$ cat src/rtl/wdt2_pkg.sv
package wdt2_pkg;
  typedef enum logic [1:0] {
    ST_IDLE   = 2'd0,
    ST_FIRST  = 2'd1,
    ST_SECOND = 2'd2
  } stage_e;

  localparam logic [1:0] ACT_IRQ = 2'd0;
  localparam logic [1:0] ACT_SMI = 2'd2;

  localparam int FIRE_N = 4;
  localparam int F_IRQ  = 0;
  localparam int F_SMI  = 1;
  localparam int F_RST  = 2;
  localparam int F_MARK = 3;
endpackage

$ cat src/rtl/wdt2_counter.sv
module wdt2_counter #(
  parameter int PRE_W   = 20,
  parameter int SLOW_SH = 15,
  parameter int FAST_SH = 5
) (
  input  logic             clk,
  input  logic             rst_n,
  input  logic             load_first,
  input  logic             load_second,
  input  logic             tick,
  input  logic [PRE_W-1:0] pre_first,
  input  logic [PRE_W-1:0] pre_second,
  input  logic             fast_scale,
  output logic             cnt_zero
);
  localparam int CNT_W = PRE_W + SLOW_SH;

  // Scaled period length in counting cycles.
  function automatic logic [CNT_W-1:0] span(input logic [PRE_W-1:0] pre,
                                            input logic fast);
    logic [CNT_W-1:0] wide;
    wide = {{SLOW_SH{1'b0}}, pre};
    return fast ? (wide << FAST_SH) : (wide << SLOW_SH);
  endfunction

  logic [CNT_W-1:0] cnt_q;

  always_ff @(posedge clk or negedge rst_n) begin
    if (!rst_n)           cnt_q <= '0;
    else if (load_first)  cnt_q <= span(pre_first, fast_scale);
    else if (load_second) cnt_q <= span(pre_second, fast_scale);
    else if (tick)        cnt_q <= cnt_q - CNT_W'(1);
  end

  assign cnt_zero = (cnt_q == '0);
endmodule

$ cat src/rtl/wdt2_seq.sv
module wdt2_seq
  import wdt2_pkg::*;
(
  input  logic   clk,
  input  logic   rst_n,
  input  logic   wd_enable,
  input  logic   arm_req,
  input  logic   kick_req,
  input  logic   halt_req,
  input  logic   loop_mode,
  input  logic   cnt_zero,
  output stage_e stage_q,
  output logic   halt,
  output logic   load_first,
  output logic   load_second,
  output logic   expire_first,
  output logic   expire_second,
  output logic   tick
);
  logic   arm;
  logic   live;
  stage_e stage_d;

  // Priority: halt, then arm/kick, then expiry/countdown.
  assign halt          = !wd_enable || halt_req;
  assign arm           = !halt && (arm_req || kick_req);
  assign live          = !halt && !arm && (stage_q != ST_IDLE);
  assign expire_first  = live && (stage_q == ST_FIRST)  && cnt_zero;
  assign expire_second = live && (stage_q == ST_SECOND) && cnt_zero;
  assign tick          = live && !cnt_zero;
  assign load_first    = arm || (expire_second && loop_mode);
  assign load_second   = expire_first;

  always_comb begin
    stage_d = stage_q;
    if (halt)               stage_d = ST_IDLE;
    else if (load_first)    stage_d = ST_FIRST;
    else if (load_second)   stage_d = ST_SECOND;
    else if (expire_second) stage_d = ST_IDLE;
  end

  always_ff @(posedge clk or negedge rst_n) begin
    if (!rst_n) stage_q <= ST_IDLE;
    else        stage_q <= stage_d;
  end
endmodule

$ cat src/rtl/wdt2_action.sv
module wdt2_action
  import wdt2_pkg::*;
(
  input  logic              clk,
  input  logic              rst_n,
  input  logic              expire_first,
  input  logic              expire_second,
  input  logic [1:0]        action_sel,
  input  logic              reset_enable,
  output logic [FIRE_N-1:0] fire_q
);
  logic [FIRE_N-1:0] fire_d;

  always_comb begin
    fire_d         = '0;
    fire_d[F_IRQ]  = expire_first && (action_sel == ACT_IRQ);
    fire_d[F_SMI]  = expire_first && (action_sel == ACT_SMI);
    fire_d[F_RST]  = expire_second && reset_enable;
    fire_d[F_MARK] = expire_second && reset_enable;
  end

  for (genvar g = 0; g < FIRE_N; g++) begin : g_fire
    logic q;
    always_ff @(posedge clk or negedge rst_n) begin
      if (!rst_n) q <= 1'b0;
      else        q <= fire_d[g];
    end
    assign fire_q[g] = q;
  end
endmodule

$ cat src/rtl/wdt2_engine.sv
module wdt2_engine
  import wdt2_pkg::*;
#(
  parameter int PRE_W   = 20,
  parameter int SLOW_SH = 15,
  parameter int FAST_SH = 5
) (
  input  logic             clk,
  input  logic             rst_n,
  input  logic             wd_enable,
  input  logic             arm_req,
  input  logic             kick_req,
  input  logic             halt_req,
  input  logic [PRE_W-1:0] first_preload,
  input  logic [PRE_W-1:0] second_preload,
  input  logic             fast_scale,
  input  logic [1:0]       action_sel,
  input  logic             reset_enable,
  input  logic             loop_mode,
  output logic             irq_pulse,
  output logic             sys_mgmt_pulse,
  output logic             reset_req,
  output logic             boot_mark,
  output logic [1:0]       stage_o
);
  stage_e            stage_q;
  logic              halt;
  logic              load_first;
  logic              load_second;
  logic              expire_first;
  logic              expire_second;
  logic              tick;
  logic              cnt_zero;
  logic [FIRE_N-1:0] fire_q;

  wdt2_seq u_seq (
    .clk(clk), .rst_n(rst_n), .wd_enable(wd_enable), .arm_req(arm_req),
    .kick_req(kick_req), .halt_req(halt_req), .loop_mode(loop_mode),
    .cnt_zero(cnt_zero), .stage_q(stage_q), .halt(halt),
    .load_first(load_first), .load_second(load_second),
    .expire_first(expire_first), .expire_second(expire_second), .tick(tick)
  );

  wdt2_counter #(.PRE_W(PRE_W), .SLOW_SH(SLOW_SH), .FAST_SH(FAST_SH)) u_cnt (
    .clk(clk), .rst_n(rst_n), .load_first(load_first),
    .load_second(load_second), .tick(tick), .pre_first(first_preload),
    .pre_second(second_preload), .fast_scale(fast_scale), .cnt_zero(cnt_zero)
  );

  wdt2_action u_act (
    .clk(clk), .rst_n(rst_n), .expire_first(expire_first),
    .expire_second(expire_second), .action_sel(action_sel),
    .reset_enable(reset_enable), .fire_q(fire_q)
  );

  assign irq_pulse      = fire_q[F_IRQ];
  assign sys_mgmt_pulse = fire_q[F_SMI];
  assign reset_req      = fire_q[F_RST];
  assign boot_mark      = fire_q[F_MARK];
  assign stage_o        = stage_q;
endmodule

$ cat config.mk
export PLATFORM = sky130hd
export DESIGN_NAME = wdt2_engine
export DESIGN_NICKNAME = d
export VERILOG_FILES = /design/src/rtl/wdt2_pkg.sv /design/src/rtl/wdt2_counter.sv /design/src/rtl/wdt2_seq.sv /design/src/rtl/wdt2_action.sv /design/src/rtl/wdt2_engine.sv
export SDC_FILE = /design/constraint.sdc
export NUM_CORES = 1
export LEC_CHECK = 0
export BUFFER_PORTS_ARGS = -buffer_cell sky130_fd_sc_hd__buf_2
export CAP_MARGIN = 10
export CORE_UTILIZATION = 49
export CTS_BUF_LIST = sky130_fd_sc_hd__clkbuf_4
export CTS_CLUSTER_SIZE = 14
export DETAILED_ROUTE_END_ITERATION = 10
export GPL_ROUTABILITY_DRIVEN = 0
export PLACE_DENSITY = 0.75
export SLEW_MARGIN = 20
export SYNTH_ARGS = -nofsm -noshare
export SYNTH_HDL_FRONTEND = slang
export SYNTH_SLANG_ARGS = --single-unit
$ cat constraint.sdc
create_clock -name clk -period 3 [get_ports clk]
set_input_delay 0.15 -clock clk [delete_from_list [all_inputs] [get_ports clk]]
set_output_delay 0.15 -clock clk [all_outputs]
set_load 0.01 [all_outputs]
==> results by stage, run 1 <==
Run status:
- The flow ran to the end, and the final reports show no timing, DRC or antenna violations.

Timing:
- The measured slew at the worst slew-check pin is 957.3 ps.
- The worst path in the final design needs a cycle of between 2000 and 3000 ps, including I/O delays and setup.
- For the final database, setup skew stands at between 4 and 5 ps.
- The remaining max-slew budget at the tightest pin is 0.3618.
- Setup repair after global routing left no endpoint under its margin.
- The total negative slack for setup checks is 0 ps.
- The setup-violating endpoint count in the final report is 0.
- For this run, the top clock speed supported by timing is ~360 MHz.
- The final cycle utilization of the critical path is 0.9178.
- The final hold violation count is 0.
- The number of slew-limit violations in the final report is 0.

Global route:
- The via count of the first global-routing pass came to ~3.3k.
- The number of antenna violations at the first check in global routing is 0.
- Entering global routing, the biggest net connects 42 pins.
- The total congestion overflow is 0.
- Across every metal layer, demand over resource in global routing totals 0.3265.
- The first global-routing pass estimated 16380 um of wire.

Floorplanning:
- For this configuration, the core starts out at a cell density of 0.5196.
- The number of rows in the core area is 28.
- The die footprint is 0.006752 sq mm.
- The floorplan step set the die height to 82.17 um.
- The total area inside the core boundary comes to between 0.006 and 0.007 sq mm.
- The die is between 80 and 90 um wide.
- The top-level port count is 57.

Pwr:
- The design draws roughly 1.6 mW.
- The worst-case IR drop observed on VDD is around 0.00028 V.
- For this design the static power due to leakage is about 1.5 nW.
- Power spread over the standard cell area amounts to 424.2 mW/mm^2.

CTS:
- CTS built an H-tree with a depth of 2.
- The clock slew at the register clock pins of the worst setup and hold paths is 130 ps.
- The maximum clock path buffer count is 2.
- The number of clock buffers added by TritonCTS is 5.
- The root buffer cell chosen for the clock tree is sky130_fd_sc_hd__clkbuf_4.
- The clock tree from TritonCTS is yes.
- Clock tree synthesis found a total of 40 sinks.
- The later pin in the worst-skew pair is clocked with a latency of around 360 ps.
- In this run the post-CTS setup repair buffer count came out at 0.

Critical path:
- The largest driver fanout on the critical path is 36.
- For the worst setup path, the data required time is ~3200 ps.
- The cell repeated most along the worst path is sky130_fd_sc_hd__buf_4.
- The worst setup path is captured at a register.
- The critical path goes through nor4_1 > nand4_1 > nor4_2 > buf_4 > a21oi_2 > buf_4 > a21oi_1 > a31oi_1.
- The data arrival time at the worst-slack endpoint is 2980 ps.
- The kind of launch point of the worst setup path is a register.
- The slowest stage of the critical path belongs to the cell sky130_fd_sc_hd__nor4_1.
- The largest stage delay on the critical path is approximately 520 ps.
- The path type of the worst setup path is register to register.

Drt:
- The number of antenna-violating nets in the routed design is 0.
- The total via count in the routed design is between 3k and 4k.
- After detailed routing, the number of vias per cell comes to around 6.9.
- In the final routed layout, each cell accounts on average for between 20 and 25 um.
- In the routed design, unresolved DRC markers number 0.
- For this block, the routed nets add up to approximately 10000 um of wire.
- The first-iteration detailed-routing DRC count is around 390.
- The pre-antenna-repair detailed-routing pass consisted of 6 iterations.

Logic synthesis:
- The share of synthesized area in the top cell type comes to 0.3178.
- Yosys attributes the largest share of cell area to sky130_fd_sc_hd__dfrtp_1, sky130_fd_sc_hd__a21oi_1, sky130_fd_sc_hd__mux2i_1, sky130_fd_sc_hd__nor3_1, sky130_fd_sc_hd__a211oi_1.
- The synthesized design contains 40 register bits.
- The cell type contributing the most total cell area after synthesis is sky130_fd_sc_hd__dfrtp_1.
- In this run, distinct cell masters in the synthesized netlist total between 50 and 60.
- The post-synthesis net count is ~430.
- Dividing the synthesized area by the synthesized cell count gives approximately 8.3 sq um.
- The sequential share of the synthesized area is 0.3178.
- The most common flop cell mapped by yosys is sky130_fd_sc_hd__dfrtp_1.
- Summing every instance area after synthesis gives 0.003149 sq mm.
- The synthesized design contains 0 enable-type register cells.
- Synthesis produced 380 cells.
- The async set-reset flop share out of synthesis is 1.000.
- For this run, the number of Yosys warnings is 0.

Min path:
- The tightest min-delay check is of the input port to register type.

Run:
- Max-cap violations in this run came to 0.

Layout:
- Leaving out fill and tap cells, the most frequent cells in the layout are sky130_fd_sc_hd__buf_2, sky130_fd_sc_hd__a21oi_1, sky130_fd_sc_hd__dfrtp_1.
- The post-layout net count is 487.
- The share of cells above drive strength 1 is 0.2184.
- The signed area change from the synthesized netlist to the final layout is 17.32%.
- The number of diodes is 0.
- For this run, the share of the core covered by cells in the final layout is 0.6096.
- Leaving out fill and tap cells, the most frequent cell in the layout is sky130_fd_sc_hd__buf_2.

Placed design:
- The number of buffers inserted by port buffering is 56.
- After legalization and detailed placement, the total HPWL measured around 7400 um.
-- Yosys cell counts, types with 3 or more instances --
cell / instances
sky130_fd_sc_hd__nor3_1: 24
sky130_fd_sc_hd__nand2_1: 17
sky130_fd_sc_hd__nor3b_1: 3
sky130_fd_sc_hd__a311oi_1: 5
sky130_fd_sc_hd__or3_1: 4
sky130_fd_sc_hd__nor2b_1: 4
sky130_fd_sc_hd__o31ai_1: 8
sky130_fd_sc_hd__and2_1: 3
sky130_fd_sc_hd__dfrtp_1: 40
sky130_fd_sc_hd__nor4_2: 3
sky130_fd_sc_hd__nand4_1: 11
sky130_fd_sc_hd__o21ai_0: 12
sky130_fd_sc_hd__a21o_1: 6
sky130_fd_sc_hd__a31oi_1: 8
sky130_fd_sc_hd__buf_2: 4
sky130_fd_sc_hd__a32oi_1: 3
sky130_fd_sc_hd__xor2_1: 4
sky130_fd_sc_hd__a211oi_1: 13
sky130_fd_sc_hd__nor4_1: 12
sky130_fd_sc_hd__or4_1: 8
sky130_fd_sc_hd__a21oi_1: 43
sky130_fd_sc_hd__or2_2: 3
sky130_fd_sc_hd__o21ai_1: 7
sky130_fd_sc_hd__nor2_1: 20
sky130_fd_sc_hd__clkbuf_1: 21
sky130_fd_sc_hd__mux2i_1: 21
sky130_fd_sc_hd__nand4b_1: 3
sky130_fd_sc_hd__and3_1: 3
sky130_fd_sc_hd__and4_1: 4
sky130_fd_sc_hd__inv_1: 5
sky130_fd_sc_hd__o22ai_1: 4
sky130_fd_sc_hd__o21a_1: 3
sky130_fd_sc_hd__nand3_1: 16
-- flip-flops by register name, summed over array words and instances, names as in the netlist --
register and count:
u_act.g_fire.q 3, u_cnt.cnt_q 35, u_seq.stage_q 2
-- worst max-delay path: cells and delay by family, from the launching register on --
| family | cells | cell delay, ps |
|---|---|---|
| flip-flops | 1 | 460 |
| buffers and inverters | 2 | 430 |
| AND/OR/NAND/NOR | 3 | 1250 |
| AO/OA/AOI/OAI | 3 | 460 |
-- where the power goes --
group          switching [mW]  internal, mW
clock network           0.192         0.255
logic                   0.220         0.170
registers               0.115         0.614
-- metal layers --
layer  track usage  up-vias  wire [um]
li1              -     1605          -
met1        0.4273     1679       4317
met2        0.5273      217       4681
met3       0.06703       31       1022
met4        0.1246        0        316
met5             0        -          0
-- kinds of logic (layout without fill, tap and decap cells) --
| group | count (synthesis) | in the layout | synth area share |
|---|---|---|---|
| xor gates and xnor gates | 6 | 6 | 0.01669 |
| adders and majority gates | 1 | 1 | 0.003972 |
| muxes | 22 | 22 | 0.07032 |
| buffers and inverters | 35 | 90 | 0.05046 |
| and+or+nand+nor | 145 | 145 | 0.2706 |
| AOI/OAI and AO/OA | 131 | 131 | 0.2702 |
| DFF | 40 | 40 | 0.3178 |
-- metrics by stage --
stage               setup WS, ps  hold slack (ps)  area [sq um]  cells
floorplan                  409.9           -145.6          3149    380
global placement           332.3            320.0          3567    500
detailed placement         321.5            324.3          3567    500
CTS                        300.4            14.86          3695    510
global route               104.8            6.598          3695    510
finish                     246.7            18.38          3695    510
-- worst paths after layout --
| check | startpoint | to | slack [ps] | depth (start not counted) |
|---|---|---|---|---|
| min reg2reg | u_cnt.cnt_q[0] | u_cnt.cnt_q[0] | 560 | 1 |
| max | u_cnt.cnt_q[27] | u_cnt.cnt_q[30] | 250 | 8 |
| max reg2reg | u_cnt.cnt_q[27] | u_cnt.cnt_q[30] | 250 | 8 |
| min | reset_enable | u_act.g_fire[2].q | 20 | 3 |
| max in group asynchronous | rst_n | u_cnt.cnt_q[31] | 1940 | 2 |
| min in group asynchronous | rst_n | u_act.g_fire[0].q | 470 | 2 |
-- area by class of cell --
class,count,area [sq um]
Fill cell,543,2366
Multi-Input combinational cell,305,1993
Sequential cell,40,1001
Timing Repair Buffer,78,490.5
Tap cell,75,93.84
Clock inverter,2,60.06
Clock buffer,5,37.54
Inverter,5,18.77
-- what timing repair did --
| action | 4_1_cts | 5_1_grt |
|---|---|---|
| hold buffers | 3 | 0 |
| gates resized for setup | 0 | 0 |
| hold endpoints to repair | 42 | 0 |
(Power assumes the default switching activity.)
==> inputs of run 2 (changes only) <==
--- a/config.mk
+++ b/config.mk
@@ -12,7 +12,8 @@
 export CTS_CLUSTER_SIZE = 14
 export DETAILED_ROUTE_END_ITERATION = 10
 export GPL_ROUTABILITY_DRIVEN = 0
-export PLACE_DENSITY = 0.75
+export PLACE_DENSITY = 0.72
+export REMOVE_ABC_BUFFERS = 1
 export SLEW_MARGIN = 20
 export SYNTH_ARGS = -nofsm -noshare
 export SYNTH_HDL_FRONTEND = slang
==> run 2 against run 1 <==
Effect of this change: clock skew rose by 6.2 ps; combinational power grew 4%; fmax is essentially flat; clock power is 37% lower; cell area fell by 0.30%; non-clock buffer count is 6 higher; register-to-register slack about the same; core utilization down 0.19 points.
==> results by stage, run 2 (same netlist as run 1, synthesis figures left out) <==
Placed design:
- The detailed placement HPWL came to 7274 um (-1.0%).
- The number of buffers inserted by port buffering came to 56 (unchanged).

Global route:
- The number of antenna violations at the first check in global routing came to 0 (unchanged).
- The global-route wire length before repair came to 16590 um (+1.3%).
- The via count of the first global-routing pass was 3277 (-0.031%).
- The total congestion overflow is 0 (unchanged).
- The global routing usage summed across all routing layers is 0.3283 (+0.001766).
- The largest net degree at the start of global routing is 42 (unchanged).

Layout:
- The area of the multi-input gates is 0.001993 sq mm (unchanged).
- The total of fill cells in the finished design is 560 (+3.1%).
- The sequential cell area is 0.001001 sq mm (unchanged).
- Leaving out fill and tap cells, the most frequent cells in the layout are sky130_fd_sc_hd__buf_2, sky130_fd_sc_hd__a21oi_1, sky130_fd_sc_hd__dfrtp_1.
- The share of cells above drive strength 1 is 0.2262 (+0.007854).
- The number of flip-flops under the largest register name came to 35 (unchanged).
- The top register by number of flip-flops is u_cnt.cnt_q.
- The number of diodes is 0 (unchanged).
- The library cell used most frequently in the layout, excluding fill and tap cells, is sky130_fd_sc_hd__buf_2.
- Relative to the synthesized area, the layout overhead comes to 16.96%.
- The post-layout net count is 493 (+1.2%).
- The largest registers in the layout are u_cnt.cnt_q (35), u_act.g_fire.q (3), u_seq.stage_q (2).

CTS:
- The buffer type at the clock tree root is sky130_fd_sc_hd__clkbuf_4.
- The count of H-tree levels built during CTS is 2 (unchanged).
- The clock sink count is 40 (unchanged).
- The maximum clock path buffer count was 2 (unchanged).
- The total clock buffers created by CTS is 5 (unchanged).
- The clock insertion delay at the later pin of the skew report is 360 ps (about the same).
- The count of cells resized by post-cts repair is 0 (unchanged).
- The clock slew at the register clock pins of the worst setup and hold paths is 130 ps (about the same).
- The clock tree from TritonCTS is yes.

Critical path:
- The slack of the worst reg-to-reg path came to 250 ps (about the same).
- The largest driver fanout on the critical path was 12 (-67%).
- The path type of the worst setup path is register to register.
- The data arrival time at the worst-slack endpoint is 3020 ps (+40 ps).
- The worst setup path is captured at a register.
- The kind of launch point of the worst setup path is a register.
- The required time of the worst setup path came to 3270 ps (+50 ps).

Timing:
- The worst-case clock skew came to 11.09 ps (+6.215 ps).
- The number of slew-limit violations in the final report came to 0 (unchanged).
- The timing-limited maximum frequency is 363.3 MHz (about the same).
- The setup-violating endpoint count in the final report came to 0 (unchanged).
- Setup repair after global routing left no endpoint under its margin.
- The measured slew at the worst slew-check pin is 935.0 ps (-22.27 ps).
- The final hold violation count was 0 (unchanged).
- The remaining max-slew budget at the tightest pin is 0.3766 (+0.01484).
- The total negative slack for setup checks was 0 ps (unchanged).
- The final critical path time including I/O delays and setup is 2752 ps (-0.9920 ps).
- The final cycle utilization of the critical path is 0.9174 (about the same).
- The worst hold slack is 32.55 ps (+14.17 ps).

Drt:
- The final routed DRC violation total is 0 (unchanged).
- The number of antenna-violating nets in the routed design is 0 (unchanged).
- The wire length per cell after detailed routing is 19.86 um (-2.0%).
- The final wirelength is 10270 um (-0.65%).
- The average vias per placed instance was 6.870 (-0.80%).
- The number of detailed-routing iterations run before antenna repair is 5 (-1).
- The total via count in the routed design is 3552 (+0.57%).
- The first-iteration detailed-routing DRC count is 424 (+10%).

Run status:
- The flow ran to the end, and the final reports show no timing, DRC or antenna violations.

Pwr:
- The static power due to leakage is 1.474 nW (+0.45%).
- The worst IR drop on VDD came to 0.0003120 V (+11%).
- The power density over cell area is 382.2 mW/mm^2 (-9.9%).

Floorplanning:
- The number of rows in the core area is 28 (unchanged).
- The initial standard-cell utilization of the core is 0.5196 (unchanged).
- The top-level port count is 57 (unchanged).
- The die extent in y is 82.17 um (unchanged).
- The core box area is 0.006061 sq mm (unchanged).
- The chip width came to 82.17 um (unchanged).
- The die footprint was 0.006752 sq mm (unchanged).

Min path:
- The path class of the tightest hold or removal check is input port to register.

Run:
- The count of maximum capacitance violations is 0 (unchanged).
-- run 2: cell types whose count changed in the layout (fill, tap and decap cells not counted), sizes merged --
cell and delta:
clkinv +3, bufinv -2, buf +5, dlygate4sd3 +1
-- run 2: power by group --
part           switching [mW]  total, mW  leakage (nW)  internal [mW]
clock network           0.195      0.282        0.0324         0.0863
logic                   0.227      0.406         0.953          0.179
registers               0.106      0.720         0.488          0.614
total                   0.529       1.41          1.47          0.879
-- run 2: worst paths after layout --
check | startpoint | end | cells after the start
worst max-delay path | u_cnt.cnt_q[0] | u_cnt.cnt_q[16] | 10
worst min-delay path | first_preload[16] | u_cnt.cnt_q[31] | 3
worst max register to register | u_cnt.cnt_q[0] | u_cnt.cnt_q[16] | 10
worst min register to register | u_cnt.cnt_q[0] | u_cnt.cnt_q[0] | 1
max in group asynchronous | rst_n | u_cnt.cnt_q[19] | 2
min in group asynchronous | rst_n | u_seq.stage_q[0] | 2
-- run 2: repair_timing --
item / CTS / global route
setup buffers: 0 / 0
hold buffers: 4 / 0
endpoints found under the hold margin: 43 / 0
-- run 2: final cells by class --
type                       instances  share of cell area
clock inverter                     3            0.003736
clock buffer                       5             0.01019
timing repair buffer              84              0.1427
sequential                        40              0.2717
multi-input combinational        305              0.5411
tap                               75             0.02548
inverter                           5            0.005095
-- run 2: per-layer routing --
| layer | wire, um | track usage | part of all wire |
|---|---|---|---|
| met5 | 0 | 0 | 0 |
| met4 | 253 | 0.1175 | 0.025 |
| met3 | 959 | 0.06703 | 0.093 |
| met2 | 4718 | 0.5140 | 0.46 |
| met1 | 4339 | 0.4480 | 0.42 |
-- run 2: stage by stage --
| step | total power [mW] | cell area [sq um] | std cells | util | setup slack (ps) |
|---|---|---|---|---|---|
| 2_1_floorplan | 0.9395 | 3009 | 350 | - | 25.69 |
| 3_3_place_gp | 1.106 | 3592 | 505 | 0.5927 | 348.0 |
| 3_5_place_dp | 1.116 | 3592 | 505 | 0.5927 | 289.2 |
| 4_1_cts | 1.401 | 3684 | 517 | 0.6078 | 344.1 |
| 5_1_grt | 1.480 | 3684 | 517 | 0.6078 | 99.02 |
| 6_report | 1.408 | 3684 | 517 | 0.6078 | 247.7 |
-- run 2: critical path: stages, from the launching register on --
cell and delay, ps:
sky130_fd_sc_hd__dfrtp_1 440, sky130_fd_sc_hd__inv_1 70, sky130_fd_sc_hd__ha_1 190, sky130_fd_sc_hd__nor3b_1 390, sky130_fd_sc_hd__buf_4 250, sky130_fd_sc_hd__and3_1 240, sky130_fd_sc_hd__and4_1 320, sky130_fd_sc_hd__nor2_1 80
sky130_fd_sc_hd__buf_4 230, sky130_fd_sc_hd__mux2i_1 140, sky130_fd_sc_hd__o221a_2 300
